==> src/rtl/busseq_pkg.sv <==
// Package: shared types and cycle-kind helpers for the bus sequencer.
// Assumes an 8-bit status byte and at most 16 cycle-kind codes.
package busseq_pkg;

    // Kind of machine cycle requested by the core.
    typedef enum logic [3:0] {
        CK_FETCH   = 4'd0,
        CK_MEM_RD  = 4'd1,
        CK_MEM_WR  = 4'd2,
        CK_STK_RD  = 4'd3,
        CK_STK_WR  = 4'd4,
        CK_PORT_IN = 4'd5,
        CK_PORT_OUT= 4'd6,
        CK_INT_ACK = 4'd7,
        CK_HALT_ACK= 4'd8
    } cyc_kind_e;

    // Bus state: T1 status, T2 ready sample, TW wait, T3 transfer.
    typedef enum logic [2:0] {
        S_IDLE = 3'd0,
        S_T1   = 3'd1,
        S_T2   = 3'd2,
        S_TW   = 3'd3,
        S_T3   = 3'd4
    } bus_state_e;

    // Status byte bit positions (decoded by outside logic).
    localparam int unsigned SB_INTA  = 0;
    localparam int unsigned SB_WRN   = 1;
    localparam int unsigned SB_STACK = 2;
    localparam int unsigned SB_HLTA  = 3;
    localparam int unsigned SB_OUT   = 4;
    localparam int unsigned SB_M1    = 5;
    localparam int unsigned SB_INP   = 6;
    localparam int unsigned SB_MEMR  = 7;
    localparam int unsigned STATUS_W = 8;

    // True for kinds whose data moves from the bus into the core.
    function automatic logic kind_reads(cyc_kind_e k);
        return (k == CK_FETCH) || (k == CK_MEM_RD) || (k == CK_STK_RD) ||
               (k == CK_PORT_IN) || (k == CK_INT_ACK);
    endfunction

    // True for kinds whose data moves from the core onto the bus.
    function automatic logic kind_writes(cyc_kind_e k);
        return (k == CK_MEM_WR) || (k == CK_STK_WR) || (k == CK_PORT_OUT);
    endfunction

    // True for cycles addressed into the port space.
    function automatic logic kind_is_port(cyc_kind_e k);
        return (k == CK_PORT_IN) || (k == CK_PORT_OUT);
    endfunction

endpackage

==> src/rtl/busseq_status_enc.sv <==
// Module: builds the status byte for a cycle kind.
// Assumes the kind has already been normalised to a defined code.
module busseq_status_enc
    import busseq_pkg::*;
(
    input  cyc_kind_e                 kind_i,
    output logic [STATUS_W-1:0]       status_o
);

    // Set the status flags that belong to each cycle kind.
    always_comb begin
        status_o = '0;
        unique case (kind_i)
            CK_FETCH: begin
                status_o[SB_MEMR] = 1'b1;
                status_o[SB_M1]   = 1'b1;
                status_o[SB_WRN]  = 1'b1;
            end
            CK_MEM_RD: begin
                status_o[SB_MEMR] = 1'b1;
                status_o[SB_WRN]  = 1'b1;
            end
            CK_MEM_WR: begin
                status_o = '0;
            end
            CK_STK_RD: begin
                status_o[SB_MEMR]  = 1'b1;
                status_o[SB_STACK] = 1'b1;
                status_o[SB_WRN]   = 1'b1;
            end
            CK_STK_WR: begin
                status_o[SB_STACK] = 1'b1;
            end
            CK_PORT_IN: begin
                status_o[SB_INP] = 1'b1;
                status_o[SB_WRN] = 1'b1;
            end
            CK_PORT_OUT: begin
                status_o[SB_OUT] = 1'b1;
            end
            CK_INT_ACK: begin
                status_o[SB_INTA] = 1'b1;
                status_o[SB_M1]   = 1'b1;
                status_o[SB_WRN]  = 1'b1;
            end
            default: begin
                status_o[SB_HLTA] = 1'b1;
                status_o[SB_MEMR] = 1'b1;
                status_o[SB_WRN]  = 1'b1;
            end
        endcase
    end

endmodule

==> src/rtl/busseq_addr_mux.sv <==
// Module: chooses the bus address. Port cycles copy the port number
// into every PORT_W-wide slice of the address; memory cycles pass through.
// Assumes ADDR_W >= PORT_W. Leftover top bits of a port address are zero.
module busseq_addr_mux #(
    parameter int unsigned ADDR_W = 16,
    parameter int unsigned PORT_W = 8
) (
    input  logic [ADDR_W-1:0] addr_i,
    input  logic              is_port_i,
    output logic [ADDR_W-1:0] addr_o
);

    localparam int unsigned REP = ADDR_W / PORT_W;

    logic [ADDR_W-1:0] mirrored;

    // Copy the port number into each slice of the address.
    for (genvar g = 0; g < REP; g++) begin : g_rep
        assign mirrored[g*PORT_W +: PORT_W] = addr_i[PORT_W-1:0];
    end

    // Clear any top bits that do not fill a whole slice.
    if (ADDR_W > REP*PORT_W) begin : g_tail
        assign mirrored[ADDR_W-1:REP*PORT_W] = '0;
    end

    // Choose between the copied port address and the plain address.
    assign addr_o = is_port_i ? mirrored : addr_i;

endmodule

==> src/rtl/busseq_fsm.sv <==
// Module: machine-cycle state machine. Accepts one request while idle,
// steps T1 -> T2 -> (TW)* -> T3, latches the request, captures read data
// and pulses done. Assumes the core holds no second request outstanding.
module busseq_fsm
    import busseq_pkg::*;
#(
    parameter int unsigned ADDR_W = 16,
    parameter int unsigned DATA_W = 8
) (
    input  logic              clk,
    input  logic              rst_n,
    input  logic              req_valid,
    input  logic [3:0]        req_kind,
    input  logic [ADDR_W-1:0] req_addr,
    input  logic [DATA_W-1:0] req_wdata,
    output logic              req_ready,
    input  logic              bus_ready,
    input  logic [DATA_W-1:0] bus_din,
    output bus_state_e        st_o,
    output cyc_kind_e         kind_o,
    output logic [ADDR_W-1:0] addr_o,
    output logic [DATA_W-1:0] wdata_o,
    output logic [DATA_W-1:0] rdata_o,
    output logic              done_o
);

    bus_state_e        st;
    cyc_kind_e         kind_q;
    cyc_kind_e         kind_n;
    logic [ADDR_W-1:0] addr_q;
    logic [DATA_W-1:0] wdata_q;
    logic [DATA_W-1:0] rdata_q;
    logic              done_q;
    logic              accept;

    // Map undefined kind codes onto halt acknowledge.
    always_comb begin
        if (req_kind > 4'd8) kind_n = CK_HALT_ACK;
        else                 kind_n = cyc_kind_e'(req_kind);
    end

    assign req_ready = (st == S_IDLE);
    assign accept    = req_ready && req_valid;

    // Advance the bus state; ready decides between waiting and transfer.
    always_ff @(posedge clk) begin
        if (!rst_n) begin
            st <= S_IDLE;
        end else begin
            unique case (st)
                S_IDLE:     if (accept) st <= S_T1;
                S_T1:       st <= S_T2;
                S_T2, S_TW: st <= bus_ready ? S_T3 : S_TW;
                S_T3:       st <= S_IDLE;
                default:    st <= S_IDLE;
            endcase
        end
    end

    // Latch the request so it stays fixed for the whole cycle.
    always_ff @(posedge clk) begin
        if (!rst_n) begin
            kind_q  <= CK_FETCH;
            addr_q  <= '0;
            wdata_q <= '0;
        end else if (accept) begin
            kind_q  <= kind_n;
            addr_q  <= req_addr;
            wdata_q <= req_wdata;
        end
    end

    // Capture input data at the end of the transfer state of a read.
    always_ff @(posedge clk) begin
        if (!rst_n) begin
            rdata_q <= '0;
        end else if ((st == S_T3) && kind_reads(kind_q)) begin
            rdata_q <= bus_din;
        end
    end

    // Pulse done for the one cycle that follows the transfer state.
    always_ff @(posedge clk) begin
        if (!rst_n) done_q <= 1'b0;
        else        done_q <= (st == S_T3);
    end

    assign st_o    = st;
    assign kind_o  = kind_q;
    assign addr_o  = addr_q;
    assign wdata_o = wdata_q;
    assign rdata_o = rdata_q;
    assign done_o  = done_q;

    AST_LATCH_HELD_BUSY: assert property (@(posedge clk) disable iff (!rst_n)
        (st != S_IDLE) |=> $stable(addr_q) && $stable(kind_q));

    AST_DONE_ONE_PULSE: assert property (@(posedge clk) disable iff (!rst_n)
        done_q |=> !done_q);

    AST_DONE_FOLLOWS_T3: assert property (@(posedge clk) disable iff (!rst_n)
        (st == S_T3) |=> (st == S_IDLE) && done_q);

endmodule

==> src/rtl/mcycle_bus_seq.sv <==
// Module: top of the machine-cycle bus sequencer. Drives the status byte
// with a sync pulse in T1, the address from T1 onwards, the read or write
// strobe from T2 to T3, and inserts wait states while ready is low.
// Assumes a single-driver bus: bus_doe gates the data outputs externally.
module mcycle_bus_seq
    import busseq_pkg::*;
#(
    parameter int unsigned ADDR_W = 16,
    parameter int unsigned DATA_W = 8,
    parameter int unsigned PORT_W = 8
) (
    input  logic              clk,
    input  logic              rst_n,
    input  logic              req_valid,
    input  logic [3:0]        req_kind,
    input  logic [ADDR_W-1:0] req_addr,
    input  logic [DATA_W-1:0] req_wdata,
    output logic              req_ready,
    output logic              done,
    output logic [DATA_W-1:0] rdata,
    output logic [ADDR_W-1:0] bus_addr,
    output logic [DATA_W-1:0] bus_dout,
    output logic              bus_doe,
    input  logic [DATA_W-1:0] bus_din,
    output logic              bus_sync,
    output logic              bus_rd,
    output logic              bus_wr,
    input  logic              bus_ready
);

    bus_state_e          st;
    cyc_kind_e           kind;
    logic [ADDR_W-1:0]   lat_addr;
    logic [DATA_W-1:0]   lat_wdata;
    logic [STATUS_W-1:0] status_b;
    logic [DATA_W-1:0]   status_ext;
    logic                in_t1;
    logic                in_xfer;

    busseq_fsm #(
        .ADDR_W (ADDR_W),
        .DATA_W (DATA_W)
    ) u_fsm (
        .clk       (clk),
        .rst_n     (rst_n),
        .req_valid (req_valid),
        .req_kind  (req_kind),
        .req_addr  (req_addr),
        .req_wdata (req_wdata),
        .req_ready (req_ready),
        .bus_ready (bus_ready),
        .bus_din   (bus_din),
        .st_o      (st),
        .kind_o    (kind),
        .addr_o    (lat_addr),
        .wdata_o   (lat_wdata),
        .rdata_o   (rdata),
        .done_o    (done)
    );

    busseq_status_enc u_status (
        .kind_i   (kind),
        .status_o (status_b)
    );

    busseq_addr_mux #(
        .ADDR_W (ADDR_W),
        .PORT_W (PORT_W)
    ) u_addr (
        .addr_i    (lat_addr),
        .is_port_i (kind_is_port(kind)),
        .addr_o    (bus_addr)
    );

    // Decode the state into the status phase and the strobe phase.
    assign in_t1   = (st == S_T1);
    assign in_xfer = (st == S_T2) || (st == S_TW) || (st == S_T3);

    // Widen the status byte to the data bus width.
    assign status_ext = DATA_W'(status_b);

    // Drive the bus pins: status in T1, strobes and write data afterwards.
    always_comb begin
        bus_sync = in_t1;
        bus_rd   = in_xfer && kind_reads(kind);
        bus_wr   = in_xfer && kind_writes(kind);
        bus_doe  = in_t1 || (in_xfer && kind_writes(kind));
        bus_dout = in_t1 ? status_ext : lat_wdata;
    end

    AST_SYNC_SINGLE: assert property (@(posedge clk) disable iff (!rst_n)
        bus_sync |=> !bus_sync);

    AST_SYNC_DRIVES_BUS: assert property (@(posedge clk) disable iff (!rst_n)
        bus_sync |-> bus_doe && !bus_rd && !bus_wr);

    AST_STROBE_EXCL: assert property (@(posedge clk) disable iff (!rst_n)
        !(bus_rd && bus_wr));

    AST_ADDR_FROM_T1: assert property (@(posedge clk) disable iff (!rst_n)
        bus_sync |=> $stable(bus_addr));

    AST_WAIT_HOLD: assert property (@(posedge clk) disable iff (!rst_n)
        (st == S_TW) |-> $stable(bus_addr) && $stable(bus_rd) && $stable(bus_wr));

endmodule

==> config.mk <==
export PLATFORM = sky130hd
export DESIGN_NAME = mcycle_bus_seq
export DESIGN_NICKNAME = d
export VERILOG_FILES = /design/src/rtl/busseq_pkg.sv /design/src/rtl/busseq_status_enc.sv /design/src/rtl/busseq_addr_mux.sv /design/src/rtl/busseq_fsm.sv /design/src/rtl/mcycle_bus_seq.sv
export SDC_FILE = /design/constraint.sdc
export NUM_CORES = 1
export LEC_CHECK = 0
export ABC_AREA = 1
export CAP_MARGIN = 20
export CORE_MARGIN = 3
export CORE_UTILIZATION = 40
export CTS_BUF_LIST = sky130_fd_sc_hd__clkbuf_2
export CTS_CLUSTER_DIAMETER = 100
export CTS_CLUSTER_SIZE = 10
export DETAILED_ROUTE_END_ITERATION = 16
export DONT_BUFFER_PORTS = 1
export PLACE_DENSITY = 0.51
export SETUP_SLACK_MARGIN = 0.05
export SLEW_MARGIN = 25
export SYNTH_ARGS = -nofsm -noshare
export SYNTH_HDL_FRONTEND = slang
export SYNTH_SLANG_ARGS = --single-unit
==> constraint.sdc <==
create_clock -name clk -period 2.2 [get_ports clk]
set_input_delay 0.22 -clock clk [delete_from_list [all_inputs] [get_ports clk]]
set_output_delay 0.22 -clock clk [all_outputs]
set_load 0.02 [all_outputs]
# Yosys cells after proc, flatten, opt, wreduce, memory -nomap -nowiden
# Cells that the tools add are included.
[op_classes]
n_addsub = 0
n_mul = 0
div_mod_pow = 0
magnitude_cmp = 1
n_eq_ne = 12
shift = 0
mux = 14
bitwise_logic = 0
reduce_logical = 22
[op_table]
columns = ["op", "count"]
rows = [
  ["$eq A4 B3 Y1 const B", 4],
  ["$mux W16", 1],
  ["$logic_or A1 B1 Y1", 10],
  ["$pmux W3 S3", 1],
  ["$eq A4 B2 Y1 const B", 2],
  ["$mux W1", 8],
  ["$mux W8", 1],
  ["$reduce_or A8 Y1", 1],
  ["$eq A3 B2 Y1 const B", 2],
  ["$mux W3", 2],
  ["$reduce_or A2 Y1", 3],
  ["$reduce_or A5 Y1", 1],
  ["$eq A4 B1 Y1 const B", 1],
  ["$gt A4 B4 Y1 const B", 1],
  ["$logic_and A1 B1 Y1", 4],
  ["$logic_not A4 Y1", 1],
  ["$mux W4", 1],
  ["$eq A3 B1 Y1 const B", 1],
  ["$eq A3 B3 Y1 const B", 1],
  ["$logic_not A3 Y1", 1],
  ["$reduce_or A3 Y1", 1],
  ["$ne A2 B2 Y1 const B", 1],
]
[totals]
register_bits = 40
latchBits = 0
ramBits = 0
mem_bits_ro = 0
input_bits = 40
output_inout_bits = 38
word_cells = 55
mem_count = 0

# Logic depth before layout (Yosys ltp)
# Gate-level depths: netlist of run 1.
[depth]
word_depth = 6
depth_mapped = 7
mapped_depth_nobuf = 6

# Modules after synthesis
# From an unflattened synthesis of run 1, not the netlist that was laid out.
[unflattened]
cells_unflattened = 302
hier_area_um2 = 2279.7
[modules_own_cells]
columns = ["mod", "instances", "cells_each", "area_per_inst_um2", "seq_area_each_um2"]
rows = [
  ["busseq_fsm", 1, 202, 1828.0, 800.8],
  ["mcycle_bus_seq", 1, 46, 198.9, 0.0],
  ["busseq_addr_mux", 1, 34, 165.2, 0.0],
  ["busseq_status_enc", 1, 20, 87.6, 0.0],
]

# Worst setup path after synthesis of run 1
# OpenSTA, ideal clock, no wires.
[synth_timing]
path_type = "reg-to-output"
start = "reg u_fsm.kind_q[2] (netlist: u_fsm.kind_o[2])"
end = "out bus_dout[4]"
arrival_ns = 1.182
required_time_ns = 1.980
setup_slack_ns = 0.798
path_stages_with_launch = 5
path_buffers = 0
cell_sequence = "dfxtp_1 inv_2 nor2_4 nand2_1 o21ai_0"
[synth_between]
elab_chain_cells = 3
[synth_rtl]
columns = ["item", "line", "rtl"]
rows = [
  ["start, declared", "busseq_fsm.sv:28", "cyc_kind_e kind_q;"],
  ["start signal, assigned", "busseq_fsm.sv:67", "kind_q <= kind_n;"],
  ["$eq A4 B3 Y1", "busseq_status_enc.sv:13", "unique case (kind_i)"],
  ["$mux W1", "busseq_status_enc.sv:13", ""],
  ["$mux W8", "mcycle_bus_seq.sv:88", "bus_dout = in_t1 ? status_ext : lat_wdata;"],
  ["end, declared", "mcycle_bus_seq.sv:22", "output logic [DATA_W-1:0] bus_dout,"],
]
# Every way passes these cells.

# Final worst setup path of run 1
[layout_timing]
start = "reg u_fsm.kind_q[2] (netlist: u_fsm.kind_o[2])"
end = "out bus_addr[9]"
[layout_between]
elab_chain_cells = 3
elab_cells_between_ends = 4
cone_classes = "eq/ne (2); mux (1); reduce/logical (1)"
[layout_rtl]
columns = ["item", "line", "rtl"]
rows = [
  ["$eq A4 B3 Y1", "busseq_pkg.sv:51", "return (k == CK_PORT_IN) || (k == CK_PORT_OUT);"],
  ["$logic_or A1 B1 Y1 *", "busseq_pkg.sv:51", ""],
  ["$mux W16 *", "busseq_addr_mux.sv:28", "assign addr_o = is_port_i ? mirrored : addr_i;"],
  ["end, declared", "mcycle_bus_seq.sv:21", "output logic [ADDR_W-1:0] bus_addr,"],
]
# Every way passes the cells marked *; elsewhere a longest branch is shown, timed or not.

==> results.json, run 1 <==
{
  "synth-compound-area-share_pct": 18.1,
  "worst_pin_slew_ns": 0.838,
  "grt_pass1_vias": 1618,
  "die_area_um2": 5500,
  "htreeDepth": 2,
  "pre_cts_ws_ns": 0.605,
  "max_cap_violations": 0,
  "cts-root-buf": "clkbuf_2",
  "postCtsSetupBuffers": 0,
  "setup_viol": 0,
  "final-seq-area_um2": 802,
  "initial_core_util_pct": 42.1,
  "cp-start-kind": "register",
  "vdd_drop_max_v": 0.000392,
  "worst_clock_skew_ns": 0.0183,
  "crit_path_cell_trace": "inv_2 > nor2_4 > nand2_1 > nand2_4 > nand2_1 > o21ai_1",
  "multi_input_area_um2": 816,
  "synthFlopType": "dfxtp_1",
  "cp_slowest_cell": "dfxtp_1",
  "synth_area_um2": 1860,
  "overflow": 0,
  "cp.required_ns": 1.98,
  "ios": 78,
  "drtIter0Drc": 82,
  "synth_top_family_by_area": "simple AND/OR/NAND/NOR gates",
  "cp_top_family": "simple AND/OR/NAND/NOR gates",
  "rr_startpoint": "u_fsm.st_o[1]",
  "hold_end": "u_fsm.rdata_o[3]",
  "portBuffers": 0,
  "antenna_found_initial": 0,
  "finalMaxSlewViolations": 0,
  "grt_pass1_wl_mm": 7.37,
  "clock_latency_ns": 0.40,
  "setup_tns_ns": 0,
  "fill_cells": 463,
  "syn_area_per_cell_um2": 7.23,
  "ys_warn_count": 0,
  "setup_ws_ns": 0.254,
  "slowest_delay_ns": 0.50,
  "synthXorXnorAreaFrac_pct": 0,
  "hold-path-cell-count": 4,
  "status": "finished, final reports clean",
  "rsz0062_at_grt": "false",
  "layout.nets": 322,
  "leakagePower_nw": 0.899,
  "crit_buf_inv": 1,
  "ys_types": 26,
  "synth_simple_gate_area_share_pct": 25.8,
  "synth_edf_count": 0,
  "cts_buffers": 5,
  "worstSetupPathType": "reg -> out",
  "cp-end-kind": "output port",
  "period_share_pct": 88.4,
  "fp.dieH_um": 74.2,
  "worstSetupStartpoint": "u_fsm.kind_o[2]",
  "worst-r2r-cell-count": 5,
  "drcViolationCount": 0,
  "drt_wl_total_mm": 4.62,
  "grt_max_degree": 24,
  "gp_congestion": 0.705,
  "synth-adder-area-share_pct": 0,
  "clock.fmax_ghz": 0.514,
  "synth_top_area_cell": "dfxtp_1",
  "synthArstFlopShare_pct": 0,
  "dr.pass1.iters": 5,
  "crit_arrival_ns": 1.73,
  "vias": 1687,
  "area_growth_pct": 19.2,
  "synth.top_cell.area_share_pct": 43.1,
  "place_hpwl_mm": 3.25,
  "synth_most_common_cell": "nand2_1",
  "r2r-end": "u_fsm.kind_o[2]",
  "syn_nets": 297,
  "ant_nets": 0,
  "synth-seq-area-share_pct": 43.1,
  "power_density_nw_per_um2": 746,
  "cts_tree": "done",
  "syn_inst": 257,
  "yosys-mux-area-fraction_pct": 0,
  "min-delay-start": "bus_din[3]",
  "synth.area.top_cells": "dfxtp_1 (43%), nand2_1 (9.9%), a21oi_1 (8.4%), o21ai_1 (5.7%), nor2_1 (5.1%)",
  "critPathMostFrequentCell": "nand2_1",
  "die_x_um": 74.2,
  "ys_ff_latch": 40,
  "wl_per_cell_um": 13.8,
  "core_area_um2": 4410,
  "path_clk_slew_ns": 0.22,
  "yosys-top-cells-count": "nand2_1 (49), dfxtp_1 (40), a21oi_1 (31), nor2_1 (25), inv_1 (23)",
  "avgViaCountPerCell": 5.04,
  "path_max_fanout": 16,
  "relSlewSlack_pct": 43.9,
  "num_antenna_cells": 0,
  "cts_sinks": 40,
  "hp-class": "in -> reg",
  "grt_usage_pct": 17.3,
  "cts_buffer_depth": 2,
  "finalHoldViolations": 0,
  "rrSetupSlack_ns": 0.58,
  "drive_gt1_share_pct": 12.7,
  "rows": 24,
  "finalCriticalPeriod_ns": 1.95
}
==> worst min-delay path: cells and delay by family <==
kind	cells	cell delay [ns]
buffers and inverters	1	0.03
and+or+nand+nor	3	0.18
==> state kept, by name, summed over array words and instances (netlist names) <==
register / count
u_fsm.addr_o: 16
u_fsm.kind_o: 4
u_fsm.rdata_o: 8
u_fsm.wdata_o: 8
u_fsm.done_o: 1
u_fsm.st_o: 3
==> cell type report <==
| cell class | count | area share [%] |
|---|---|---|
| flip-flops and latches | 40 | 36.2 |
| clock buffers | 5 | 1.13 |
| multi-input cells | 166 | 36.8 |
| repair buffers | 37 | 16.6 |
| inverters | 32 | 5.42 |
| well taps | 52 | 2.94 |
| clock inverters | 3 | 0.847 |
==> repair_timing <==
| item | in CTS | in global routing |
|---|---|---|
| gates resized for setup | 0 | 1 |
| hold endpoints to repair | 39 | 0 |
| setup endpoints to repair | 0 | 2 |
| hold buffers | 31 | 0 |
==> layout by cell type, fill, tap and decap left out <==
master,n
inv_2,8
clkinv_1,1
nand2_4,2
inv_1,23
or2_1,1
dfxtp_2,1
clkbuf_2,5
nor2_2,2
nor2_4,2
clkinv_4,1
o21ai_2,2
o21ai_1,21
nor3_1,1
buf_4,5
nand4_1,10
o21ai_0,7
a211oi_1,1
nand2_1,49
nand3b_1,1
a21oi_1,31
dlygate4sd3_1,31
o21ai_4,1
dfxtp_1,39
clkinv_2,2
nor2_1,25
buf_12,1
nand2_2,2
nand3_1,6
nand3_2,2
==> worst max-delay path by stage <==
stage	end	slack (ns)	cells after the start
final	bus_addr[9]	0.25	6
after global routing	bus_addr[14]	0.06	6
after CTS	bus_addr[9]	0.19	6
after detailed placement	u_fsm.kind_o[2]	0.60	5
after global placement	u_fsm.kind_o[2]	0.62	5
after floorplan	bus_dout[4]	0.80	4
==> cell families after synthesis <==
kind of cell,after synthesis
flip-flops,40
AO/OA/AOI/OAI,63
buffers and inverters,51
AND/OR/NAND/NOR,103
==> where the power goes <==
part | switching, mW | internal [mW] | total (mW)
sequential | 0.0691 | 0.795 | 0.864
combinational | 0.306 | 0.154 | 0.460
clock | 0.252 | 0.0770 | 0.329
total | 0.627 | 1.03 | 1.65
==> metal layers <==
metal,global-route usage (%),wire [um]
met2,30.5,2370
met3,5.27,310
met4,5.43,37
met5,0,0
met1,20.1,1910
==> through the flow <==
| step | instances | utilization, % | power, mW | area, um^2 | hold WS (ns) |
|---|---|---|---|---|---|
| after CTS | 335 | 50.1 | 1.68 | 2210 | 0.00548 |
| after global placement | 296 | 42.1 | 1.29 | 1860 | 0.349 |
| after detailed placement | 296 | 42.1 | 1.29 | 1860 | 0.351 |
| after floorplan | 257 | - | 1.23 | 1860 | 0.358 |
| final | 335 | 50.2 | 1.65 | 2210 | 0.0381 |
| after global routing | 335 | 50.2 | 1.77 | 2210 | 0.000173 |
No activity file was read; power rests on OpenSTA's default activity.
==> run 2: changes to the inputs <==
RECOVER_POWER = 50   (was unset)
clock period = 2.4 ns   (was 2.2 ns; I/O delays follow)
==> results.json, run 2 (synthesis results as in run 1) <==
{
  "path_clk_slew_ns": 0.21,
  "path_max_fanout": 12,
  "finalMaxSlewViolations": 0,
  "die_x_um": 74.2,
  "clockPowerShare_pct": 24.8,
  "gp_congestion": 0.771,
  "fp.dieH_um": 74.2,
  "leakagePower_nw": 0.891,
  "final_common_cell": "nand2_1",
  "mostFrequentLayoutCells": "nand2_1 (49), dfxtp_1 (40), a21oi_1 (31)",
  "crit_arrival_ns": 1.78,
  "grt_pass1_vias": 1574,
  "cp-end-kind": "output port",
  "max_cap_violations": 0,
  "grt_usage_pct": 17.2,
  "antenna_found_initial": 0,
  "overflow": 0,
  "cts_buffers": 5,
  "avgViaCountPerCell": 4.91,
  "worstSetupPathType": "reg -> out",
  "place_hpwl_mm": 3.30,
  "worst_pin_slew_ns": 0.824,
  "worst_clock_skew_ns": 0.0150,
  "power_switching_mw": 0.562,
  "drive_gt1_share_pct": 10.3,
  "setup_ws_ns": 0.378,
  "finalCriticalPeriod_ns": 2.02,
  "die_area_um2": 5500,
  "layout.nets": 321,
  "power_density_nw_per_um2": 724,
  "cp-start-kind": "register",
  "postCtsSetupBuffers": 0,
  "grt_max_degree": 24,
  "pwr-share-seq_pct": 49.8,
  "wl_per_cell_um": 13.8,
  "clock.fmax_ghz": 0.495,
  "drtIter0Drc": 43,
  "htreeDepth": 2,
  "vias": 1641,
  "power_mw": 1.59,
  "rrSetupSlack_ns": 0.49,
  "rsz0062_at_grt": "false",
  "ant_nets": 0,
  "cts_tree": "done",
  "grt_pass1_wl_mm": 7.25,
  "rows": 24,
  "setup_viol": 0,
  "combPwrFrac_pct": 25.4,
  "num_antenna_cells": 0,
  "cts_sinks": 40,
  "drcViolationCount": 0,
  "cts-root-buf": "clkbuf_2",
  "cts_buffer_depth": 2,
  "hp-class": "in -> reg",
  "drt_wl_total_mm": 4.61,
  "vdd_drop_max_v": 0.000354,
  "largest_reg_flops": 16,
  "area_growth_pct": 18.1,
  "relSlewSlack_pct": 44.9,
  "finalHoldViolations": 0,
  "setup_tns_ns": 0,
  "pre_cts_ws_ns": 0.846,
  "dr.pass1.iters": 5,
  "ios": 78,
  "cp.required_ns": 2.16,
  "p_int_mw": 1.03,
  "core_area_um2": 4410,
  "status": "finished, final reports clean",
  "period_share_pct": 84.3,
  "clock_latency_ns": 0.40,
  "p_sw_share_pct": 35.3,
  "initial_core_util_pct": 42.1,
  "portBuffers": 0
}
run 2: final timing paths:
kind / startpoint / endpoint / cells past startpoint
max: u_fsm.st_o[2] / bus_dout[0] / 7
min: req_addr[15] / u_fsm.addr_o[15] / 2
max reg2reg: u_fsm.st_o[1] / u_fsm.wdata_o[2] / 5
min reg2reg: u_fsm.addr_o[12] / u_fsm.addr_o[12] / 2
run 2: power by group through the flow:
stage	sequential (mW)	clock, mW	combinational, mW
2_1_floorplan	0.779	0	0.344
3_3_place_gp	0.806	0	0.371
3_5_place_dp	0.807	0	0.373
4_1_cts	0.792	0.414	0.419
5_1_grt	0.801	0.437	0.453
6_report	0.791	0.395	0.404
run 2: final cells by class:
class,count,area (um^2)
Tap cell,52,65.1
Fill cell,474,2220
Sequential cell,40,801
Clock buffer,5,25.0
Multi-Input combinational cell,166,803
Timing Repair Buffer,36,343
Clock inverter,3,37.5
Inverter,32,120
run 2: worst max-delay path: stages, from the launching register on:
cell and delay, ns:
dfxtp_1 0.35, inv_1 0.14, nand3_1 0.10, buf_4 0.18, inv_2 0.19, nand4_1 0.13, o21ai_0 0.12, buf_4 0.18
run 2: repair_timing:
action / in CTS / in global routing
gates resized for setup: 0 / 0
hold buffers: 30 / 0
hold endpoints to repair: 38 / 0
setup endpoints to repair: 0 / 0
run 2: per-stage QoR:
| step | hold slack (ns) | std cells | utilization (%) | instance area (um^2) |
|---|---|---|---|---|
| floorplan | 0.378 | 257 | - | 1860 |
| global placement | 0.371 | 296 | 41.8 | 1850 |
| detailed placement | 0.370 | 296 | 41.8 | 1850 |
| CTS | 0.0281 | 334 | 50.1 | 2210 |
| global route | 0.0144 | 334 | 49.7 | 2190 |
| finish | 0.0514 | 334 | 49.7 | 2190 |
run 2: layer usage:
| metal | part of all wire (%) | vias to the layer above | track usage, % |
|---|---|---|---|
| met4 | 0.98 | 0 | 5.43 |
| met1 | 41 | 715 | 19.3 |
| met2 | 52 | 47 | 31.1 |
| met3 | 6.1 | 7 | 5.14 |
| met5 | 0 | - | 0 |
| li1 | - | 872 | - |
==> run 3: changes to the inputs <==
ABC_AREA = 0   (was 1)
PLACE_DENSITY = 0.53   (was 0.51)
clock period = 1.7 ns   (was 2.4 ns; I/O delays follow)
==> results.json, run 3 <==
{
  "area_growth_pct": 43.3,
  "grt_pass1_wl_mm": 8.71,
  "cp-start-kind": "register",
  "finalMaxSlewViolations": 0,
  "antenna_found_initial": 0,
  "top_usage_layer": "met2",
  "cp_top_family": "simple AND/OR/NAND/NOR gates",
  "crit_arrival_ns": 1.70,
  "path_max_fanout": 17,
  "setup_viol": 17,
  "slowest_delay_ns": 0.38,
  "ys_warn_count": 0,
  "layout.nets": 341,
  "path_clk_slew_ns": 0.19,
  "worst-r2r-cell-count": 6,
  "fp.dieH_um": 79.3,
  "worst_clock_skew_ns": 0.00820,
  "cts_sinks": 40,
  "synth-seq-area-share_pct": 37.2,
  "fill_cells": 459,
  "rrSetupSlack_ns": 0.06,
  "clock_latency_ns": 0.37,
  "grt_usage_pct": 17.5,
  "cts-root-buf": "clkbuf_2",
  "rsz0062_at_grt": "true",
  "clock.fmax_ghz": 0.535,
  "met1_usage_pct": 22.2,
  "crit_path_cell_trace": "or3b_1 > buf_6 > o31ai_2 > buf_4",
  "avgViaCountPerCell": 4.97,
  "htreeDepth": 2,
  "setup_ws_ns": -0.169,
  "gr-usage-met3_pct": 4.65,
  "grtUsageMet2_pct": 29.1,
  "num_antenna_cells": 0,
  "power_mw": 2.09,
  "cts_buffers": 5,
  "synth.area.top_cells": "dfxtp_1 (37%), nand3_2 (10%), nand2_1 (9.2%), o21ai_2 (9.0%), mux2_4 (6.3%)",
  "synth.top_cell.area_share_pct": 37.2,
  "period_share_pct": 110,
  "gp_congestion": 0.695,
  "cp_slowest_cell": "or3b_1",
  "crit_end": "bus_dout[6]",
  "ant_nets": 0,
  "worstSetupStartpoint": "u_fsm.st_o[2]",
  "drt_wl_total_mm": 5.25,
  "grt_pass1_vias": 1801,
  "initial_core_util_pct": 41.8,
  "synthFlopType": "dfxtp_1",
  "finalCriticalPeriod_ns": 1.87,
  "drive_gt1_share_pct": 35.1,
  "hp-class": "in -> reg",
  "power_density_nw_per_um2": 678,
  "p_sw_share_pct": 32.9,
  "synthArstFlopShare_pct": 0,
  "largest_reg_flops": 16,
  "cp.depth": 4,
  "post-route-util_pct": 60.0,
  "syn_area_per_cell_um2": 9.35,
  "ios": 78,
  "ys_types": 32,
  "rr_startpoint": "u_fsm.st_o[0]",
  "die_area_um2": 6290,
  "p_int_mw": 1.40,
  "cts_tree": "done",
  "leakagePower_nw": 1.12,
  "cts_buffer_depth": 2,
  "synth_most_common_cell": "nand2_1",
  "mostFrequentLayoutCells": "dlygate4sd3_1 (61), nand2_1 (53), dfxtp_1 (37)",
  "max_cap_violations": 0,
  "crit_buf_inv": 2,
  "rows": 26,
  "drtIter0Drc": 73,
  "pwr-share-seq_pct": 51.0,
  "clockPowerShare_pct": 19.1,
  "cp-end-kind": "output port",
  "status": "complete, but fails checks",
  "syn_inst": 230,
  "place_hpwl_mm": 2.89,
  "worst_pin_slew_ns": 0.445,
  "die_x_um": 79.3,
  "violations": "setup timing",
  "wl_per_cell_um": 14.1,
  "finalHoldViolations": 0,
  "vdd_drop_max_v": 0.000393,
  "syn_nets": 270,
  "portBuffers": 0,
  "overflow": 0,
  "r2r-end": "u_fsm.rdata_o[0]",
  "final_common_cell": "dlygate4sd3_1",
  "drcViolationCount": 0,
  "dr.pass1.iters": 4,
  "synth_top_area_cell": "dfxtp_1",
  "core_area_um2": 5140,
  "vias": 1848,
  "cp.required_ns": 1.53,
  "synth_edf_count": 0,
  "combPwrFrac_pct": 29.9,
  "relSlewSlack_pct": 70.4,
  "grt_max_degree": 54,
  "power_switching_mw": 0.687,
  "worstSetupPathType": "reg -> out",
  "synth_area_um2": 2150,
  "ys_ff_latch": 40,
  "yosys-top-cells-count": "nand2_1 (53), dfxtp_1 (40), nand3_2 (22), o21ai_2 (22)"
}
==> run 3: changes by cell type after synthesis, sizes merged, moves of 4 or more <==
cell,previous run,this run
inv,31,3
nand2b,0,4
nand3,8,25
nor2,29,4
buf,14,21
mux2i,0,9
mux2,0,9
nand4,10,0
a21oi,31,5
o31ai,0,6
==> run 3: kinds of logic (layout without fill, tap and decap cells) <==
| family | count (synthesis) | in the layout | share of synthesized area (%) |
|---|---|---|---|
| AND/OR/NAND/NOR | 101 | 101 | 28.2 |
| multiplexers | 18 | 18 | 10.5 |
| flip-flops | 40 | 40 | 37.2 |
| AO/OA/AOI/OAI | 42 | 42 | 15.1 |
| buffers and inverters | 29 | 101 | 9.02 |
==> run 3: metal layers <==
| layer | up-vias | part of all wire [%] |
|---|---|---|
| met4 | 0 | 0.88 |
| met5 | - | 0 |
| met3 | 5 | 5.2 |
| met1 | 865 | 44 |
| met2 | 49 | 50 |
| li1 | 929 | - |
==> run 3: worst min-delay path: cells and delay by family <==
kind | cells | cell delay [ns]
buffers and inverters | 1 | 0.18
AND/OR/NAND/NOR | 1 | 0.10
multiplexers | 1 | 0.06
==> run 3: layout make-up <==
| cell class | instances | area, um^2 | area share (%) |
|---|---|---|---|
| Multi-Input combinational cell | 161 | 1240 | 40.2 |
| Clock inverter | 1 | 3.75 | 0.122 |
| Timing Repair Buffer | 90 | 895 | 29.0 |
| Sequential cell | 40 | 810 | 26.3 |
| Clock buffer | 7 | 35.0 | 1.14 |
| Inverter | 3 | 11.3 | 0.365 |
| Tap cell | 70 | 87.6 | 2.84 |
==> run 3: how the worst min path moves through the flow <==
stage / endpoint / slack (ns) / start / cells past startpoint
after global routing: u_fsm.addr_o[8] / 0.11 / rst_n / 3
after detailed placement: u_fsm.addr_o[10] / 0.30 / req_addr[10] / 2
final: u_fsm.rdata_o[6] / 0.16 / rst_n / 3
after global placement: u_fsm.addr_o[11] / 0.29 / req_addr[11] / 2
after CTS: u_fsm.addr_o[8] / 0.13 / rst_n / 3
after floorplan: u_fsm.addr_o[0] / 0.29 / req_addr[0] / 2
==> run 3: through the flow <==
| step | TNS [ns] | setup WS, ns | cells | area, um^2 | hold WS (ns) |
|---|---|---|---|---|---|
| 2_1_floorplan | 0 | 0.0657 | 230 | 2150 | 0.291 |
| 3_3_place_gp | 0 | 0.174 | 294 | 2240 | 0.294 |
| 3_5_place_dp | 0 | 0.151 | 294 | 2240 | 0.297 |
| 4_1_cts | -2.16 | -0.222 | 369 | 3090 | 0.126 |
| 5_1_grt | -3.63 | -0.265 | 372 | 3080 | 0.113 |
| 6_report | -1.42 | -0.169 | 372 | 3080 | 0.157 |
==> run 3: repair_timing <==
action,4_1_cts,5_1_grt
pin swaps,3,1
hold endpoints to repair,40,0
hold buffers,62,0
buffers inserted,5,3
resized for setup,23,3
endpoints found under the setup margin,19,20
==> run 3: power by group through the flow <==
stage          Clock (mW)  Combinational [mW]  Sequential [mW]
2_1_floorplan           0               0.423             1.06
3_3_place_gp            0               0.450             1.09
3_5_place_dp            0               0.454             1.09
4_1_cts             0.425               0.638             1.07
5_1_grt             0.469               0.679             1.07
6_report            0.400               0.624             1.07
